File: config.mk
export PLATFORM = sky130hd
export DESIGN_NAME = hdlc_rx_deframer
export DESIGN_NICKNAME = d
export VERILOG_FILES = /design/src/rtl/hdlc_rx_deframer.sv
export SDC_FILE = /design/constraint.sdc
export NUM_CORES = 1
export LEC_CHECK = 0
export BUFFER_PORTS_ARGS = -buffer_cell sky130_fd_sc_hd__clkbuf_2
export CAP_MARGIN = 20
export CELL_PAD_IN_SITES_DETAIL_PLACEMENT = 1
export CELL_PAD_IN_SITES_GLOBAL_PLACEMENT = 2
export CORE_MARGIN = 5
export CORE_UTILIZATION = 29
export DETAILED_ROUTE_END_ITERATION = 16
export GPL_TIMING_DRIVEN = 0
export PLACE_DENSITY = 0.77
export SYNTH_ARGS = -nofsm -noshare
export SYNTH_HDL_FRONTEND = slang
export SYNTH_SLANG_ARGS = --single-unit
File: constraint.sdc
create_clock -name clk -period 3.37 [get_ports clk]
set_clock_uncertainty 0.1 [all_clocks]
set_input_delay 0.1685 -clock clk [delete_from_list [all_inputs] [get_ports clk]]
set_output_delay 0.1685 -clock clk [all_outputs]
set_load 0.05 [all_outputs]
File: src/rtl/hdlc_rx_deframer.sv
module hdlc_rx_deframer #(
  parameter int MAX_W = 16,
  parameter int MIN_W = 7,
  parameter int CNT_W = 8
) (
  input  logic             clk,
  input  logic             rst_n,
  input  logic             in_valid,
  input  logic [7:0]       in_data,
  input  logic             transparent,
  input  logic             min_en,
  input  logic [MAX_W-1:0] max_len,
  input  logic [MIN_W-1:0] min_len,
  input  logic             fifo_ovf,
  input  logic             cnt_clr,
  output logic             out_valid,
  output logic [7:0]       out_data,
  output logic             out_sof,
  output logic             out_eof,
  output logic             out_abort,
  output logic [CNT_W-1:0] short_cnt,
  output logic [CNT_W-1:0] long_cnt
);
  localparam logic [7:0] FLAG = 8'h7E;
  localparam logic [7:0] ESC  = 8'h7D;

  logic             disc, esc;
  logic [MAX_W-1:0] len;
  logic [7:0]       pend;

  wire is_flag = in_data == FLAG;
  wire is_esc  = in_data == ESC;
  wire busy    = (len != '0) || esc;
  wire ovf_abt = fifo_ovf && !transparent && !disc && busy;
  wire live    = in_valid && !transparent && !disc && !ovf_abt;
  wire take    = live && !is_flag && (esc || !is_esc);
  wire [MAX_W:0] nlen = {1'b0, len} + 1'b1;
  wire too_long  = take && (nlen >= {1'b0, max_len});
  wire bad_seq   = live && esc && is_flag;
  wire close     = live && !esc && is_flag && (len != '0);
  wire too_short = close && min_en && (len < {{(MAX_W-MIN_W){1'b0}}, min_len});
  wire abort     = ovf_abt || bad_seq || too_long || too_short;
  wire [7:0] dbyte = esc ? (in_data ^ 8'h20) : in_data;

  function automatic logic [CNT_W-1:0] bump(input logic [CNT_W-1:0] c, input logic inc, input logic clr);
    if (clr)                     return inc ? CNT_W'(1) : '0;
    else if (inc && (c != '1))   return c + 1'b1;
    else                         return c;
  endfunction

  always_ff @(posedge clk) begin
    if (!rst_n) begin
      disc <= 1'b1; esc <= 1'b0; len <= '0; pend <= '0;
      out_valid <= 1'b0; out_data <= '0; out_sof <= 1'b0; out_eof <= 1'b0; out_abort <= 1'b0;
      short_cnt <= '0; long_cnt <= '0;
    end else begin
      out_valid <= 1'b0; out_data <= '0; out_sof <= 1'b0; out_eof <= 1'b0; out_abort <= 1'b0;
      if (transparent) begin
        out_valid <= in_valid;
        out_data  <= in_data;
      end else if (abort) begin
        out_valid <= 1'b1;
        out_abort <= 1'b1;
      end else if (close) begin
        out_valid <= 1'b1; out_data <= pend; out_sof <= (len == MAX_W'(1)); out_eof <= 1'b1;
      end else if (take && (len != '0)) begin
        out_valid <= 1'b1; out_data <= pend; out_sof <= (len == MAX_W'(1));
      end

      if (transparent || ovf_abt || too_long) begin
        disc <= 1'b1; esc <= 1'b0; len <= '0;
      end else if (in_valid) begin
        if (disc) begin
          if (is_flag) disc <= 1'b0;
        end else if (is_flag) begin
          esc <= 1'b0; len <= '0;
        end else if (!esc && is_esc) begin
          esc <= 1'b1;
        end else begin
          esc <= 1'b0; pend <= dbyte; len <= nlen[MAX_W-1:0];
        end
      end

      short_cnt <= bump(short_cnt, too_short, cnt_clr);
      long_cnt  <= bump(long_cnt,  too_long,  cnt_clr);
    end
  end
endmodule


======== Yosys cells after proc, flatten, opt, wreduce, memory -nomap -nowiden ========
Index checks and enable logic that the tools add are counted.
word-level totals
  flip-flop bits (word level) ............. 54
  bits of input ports ..................... 38
  output and inout port bits .............. 28
  word-level logic and storage cells ...... 95
cells by class
  add/subtract/negate cells ............... 3
  magnitude comparators ................... 2
  eq/ne operators ......................... 6
  muxes and demuxes ....................... 25
  bitwise operators ....................... 6
  reductions and logical operators ........ 42
operators with widths
  cell                   number
  $mux 8                 8
  $mux 16                2
  $logic_and 1x1->1      20
  $add 16x1->17 const B  1
  $ge 17x16->1           1
  $add 8x1->8 const B    2
  $eq 16x1->1 const B    1
  $eq 8x7->1 const B     2
  $lt 16x7->1            1
  $ne 8x8->1 const B     2
  $reduce_bool 16->1     1
  $mux 1                 14
  $logic_or 1x1->1       7
  $logic_not 1->1        6
  $mux 6                 1
  $not 1->1              6
  $reduce_and 5->1       1
  $reduce_bool 2->1      2
  $reduce_or 2->1        2
  $reduce_and 3->1       1
  $reduce_or 3->1        1
  $ne 2x2->1 const B     1
  $reduce_and 2->1       1

======== Longest topological paths before layout ========
  depth after elaboration ................. 14
  mapped depth ............................ 15
  depth with buffers taken out ............ 13

======== Worst setup path before layout ========
Ideal clock, no wire load.
  kind .................................... register to register
  from .................................... reg len[0]
  to ...................................... reg len[12]
  setup time .............................. 0.065 ns
  arrival time ............................ 3.224 ns
  data required time ...................... 3.205 ns
  setup slack ............................. -0.019 ns
  cell stages (with the launch flop) ...... 16
  buffers on the path ..................... 3
  clock period less this slack ............ 3.389 ns
  cells stage by stage .................... dfxtp_1 -> ha_1 -> nand3_1 -> or3_1 -> clkbuf_2 -> nor2b_1 -> xor2_1 -> ha_1 -> o21ai_0 -> nor2_1 -> o2bb2ai_1 -> a31oi_4 -> or4_1 -> buf_4 -> buf_6 -> nor2_1
between the ends
  longest elaborated chain between the ends .. 10
ends and longest elaborated chain
  what                                                    line  RTL
  start: declaration                                      28    logic [MAX_W-1:0] len;
  start signal: assignment                                53    disc <= 1'b1; esc <= 1'b0; len <= '0; pend <= '0;
  start signal: assignment                                71    disc <= 1'b1; esc <= 1'b0; len <= '0;
  start signal: assignment                                76    esc <= 1'b0; len <= '0;
  branches (longest 10 deep; another with $add 16x1->17)  n/a
Several ways; the timed one is not identified. The select of a mux whose other input is x is not followed.
A chain may end at the register's enable or synchronous reset.

======== Worst setup path in the final report ========
  from .................................... reg len[1]
  to ...................................... reg len[3]
The elaborated chain is that of the path after synthesis.

==> flow_summary.yaml <==
status:
  run_status: "complete, no violations"
floorplan:
  standard_cell_rows: 39
  design.portCount: 66
  chip_height_um: 117
  placeableCoreArea_um2: 11300
  floorplan.die.width_um: 117
  die-area_um2: 13700
  initial_standard_cell_utilization_of_the_core_pct: 29.4
global_route:
  first_pass_grt_wire_length_um: 16200
  met3_usage_pct: 1.44
  grt_pass1_vias: 3399
  grt_busiest_layer: "met2"
  globalRouteMet1Util_pct: 18.7
  use_met2_pct: 26.8
  maximum_number_of_pins_on_one_net_before_global_route_repair: 19
  global_route.usage.total_pct: 14.6
  global_route.overflow_total: 0
  grt_antenna_before_repair: 0
run:
  max_capacitance_violation_total: 0
finish:
  area_occupied_by_multi_input_gates_um2: 2190
  finalNetCount: 562
  syn2layout_area_growth_pct: 29.0
  design_area_um2: 4290
  fillers: 1382
  n_antenna_cell: 0
  seqCellArea_um2: 1100
  drive_above_1_share_pct: 29.1
setup_path:
  cp-startpoint: "len[1]"
  slowest_delay_ns: 0.58
  path_max_fanout: 10
  worst_setup_path_end_kind: "register"
  cp_data_required_time_ns: 3.50
  worst_setup_path_start_kind: "register"
  setup.worst_path.class: "reg -> reg"
  worst_ep_arrival_time_ns: 3.43
  critPathSlowestCell: "sky130_fd_sc_hd__or4_4"
  cell_breakdown_of_the_critical_path: "ha_4, nand3_4, or3_4, nor2b_4, xor2_2, ha_1, o21ai_1, nor2_1, o2bb2ai_2, a31oi_4, or4_4, buf_8, nor2_2"
  rr_startpoint: "len[1]"
synth:
  synth_nets: 474
  netlist.top_cell.by_area: "sky130_fd_sc_hd__dfxtp_1"
  yosys.area.top_type_share_pct: 32.5
  synth_seq_cells: 54
  post_synth_num_cell_types: 55
  synth_top_cells_by_count: "sky130_fd_sc_hd__dfxtp_1, sky130_fd_sc_hd__nand2_1, sky130_fd_sc_hd__nor2_1"
  synth_area_um2: 3330
  postSynthCellCount: 409
  ys.warnings.count: 0
  post_synth.cell_area_avg_um2: 8.13
  synth-main-ff-cell: "sky130_fd_sc_hd__dfxtp_1"
  synth_enable_flop_cells: 0
  post_synth_main_area_contributors: "sky130_fd_sc_hd__dfxtp_1, sky130_fd_sc_hd__ha_1, sky130_fd_sc_hd__nand2_1"
  yosysSeqAreaShare_pct: 32.5
  post-synth-top-count-cell: "sky130_fd_sc_hd__dfxtp_1"
  ys_async_sr_fraction_pct: 0
hold_path:
  min_from: "in_data[2]"
  holdCritPathClass: "in -> reg"
timing:
  timing.final.setup_violations: 0
  fmax_mhz: 303
  grt_setup_unrepaired: "true"
  maxSlewHeadroom_pct: 45.8
  finalCritPeriodShare_pct: 98.0
  finalCriticalPeriod_ns: 3.30
  slew_violations: 0
  timing_hold_violations_final: 0
  tightestPinTransition_ns: 0.808
drt:
  finalWirelength_um: 9940
  drc_errors: 0
  routed_via_density: 5.06
  final_antenna_net_count: 0
  drtPass1Iterations: 4
  first_iteration_detailed_routing_drc_count: 159
  vias: 3241
  routed_wire_length_per_instance_um: 15.5
clocking:
  worst_skew_pair.late_latency_ns: 0.29
  cts.htree.levels: 2
  clk_pin_slew_worst_paths_ns: 0.07
  cts-hold-fix-buffers: 0
  tritoncts: "built"
  tritoncts_buffer_count: 5
  clk_root_buffer_cell: "sky130_fd_sc_hd__clkbuf_16"
  clk_path_buf_depth: 2
  tritoncts_num_sinks: 54
placed_design:
  dp_hpwl_um: 7540
  place_congestion: 0.774
  port-buffer-count: 65
  placement.cell_area_um2: 3840
power:
  vdd_drop_max_mv: 0.198
  cellLeakagePower_nw: 1.90
  p_per_area_nw_per_um2: 298
  design_power_total_w: 0.00128
==> registers in the layout, indices dropped and copies added (netlist names) <==
| register | flops |
|---|---|
| out_eof | 1 |
| esc | 1 |
| len | 16 |
| out_abort | 1 |
| long_cnt | 8 |
| out_data | 8 |
| out_sof | 1 |
| disc | 1 |
| pend | 8 |
| out_valid | 1 |
| short_cnt | 8 |
==> metal layers <==
metal / wire length [um] / up-vias
li1: - / 1626
met1: 4550 / 1552
met2: 4940 / 55
met3: 331 / 8
met4: 123 / 0
met5: 0 / -
==> report_power, final <==
part	switching, W	internal [W]	total [W]
clock	0.000251	0.000280	0.000531
sequential	0.00000112	0.000640	0.000641
combinational	0.0000662	0.0000412	0.000107
==> critical path: cells and delay by family (launching register included) <==
kind,cells,cell delay [ns]
fa+ha+maj,2,0.43
xor+xnor,1,0.18
buf+inv,1,0.18
simple gates,6,1.45
compound gates,3,0.50
flops,1,0.39
==> cells by family after synthesis <==
| logic type | after synthesis | share of synthesized area (%) |
|---|---|---|
| muxes | 9 | 2.71 |
| buffers and inverters | 50 | 6.43 |
| AOI/OAI and AO/OA | 76 | 16.3 |
| xor gates and xnor gates | 20 | 5.27 |
| adders and majority gates | 27 | 10.2 |
| DFF | 54 | 32.5 |
| and+or+nand+nor | 173 | 26.7 |
==> metrics by stage <==
step | worst slack, ns | cells | hold WS, ns | utilization (%) | setup TNS, ns
CTS | -0.00437 | 631 | 0.00616 | 36.2 | -0.00734
finish | 0.0669 | 641 | 0.0176 | 37.9 | 0
global placement | -0.612 | 617 | 0.306 | 33.9 | -21.18
floorplan | 0.0184 | 409 | 0.172 | - | 0
global route | -0.0590 | 641 | 0.0235 | 37.9 | -0.629
detailed placement | -0.779 | 617 | 0.314 | 33.9 | -28.21
==> final timing paths <==
path,slack [ns],cells past startpoint,to
setup / recovery,0.07,13,len[3]
hold / removal,0.02,3,out_data[2]
setup reg to reg,0.07,13,len[3]
hold reg to reg,0.37,2,out_data[6]
==> placed cells by master (no fill, tap or decap), drive strengths merged, types with 4 or more instances in the layout <==
cell	count
or3	4
and3	10
inv	33
nor2b	4
buf	24
a31o	5
a21o	5
nand2b	8
mux2i	9
nand3	8
nor4	7
nor3	11
xnor2	8
a21oi	26
ha	27
nor2	43
and4	4
o41ai	8
o21ai	10
nand4	16
a22oi	4
nand2	46
xor2	12
clkbuf	79
dfxtp	54
==> final cells by class <==
type                       count  share of cell area, %
clock buffer                   5                   2.92
inverter                      33                   2.89
clock inverter                 3                  0.612
sequential                    54                   25.6
timing repair buffer          83                   10.7
tap                          143                   4.17
multi-input combinational    305                   51.0
buffer                        15                   2.10
==> timing repair <==
action	CTS	global route
resized for setup	21	28
setup endpoints to repair	46	34
endpoints found under the hold margin	0	0
setup buffers	7	9
pin swaps	6	10
No activity file was read; power rests on OpenSTA's default activity.
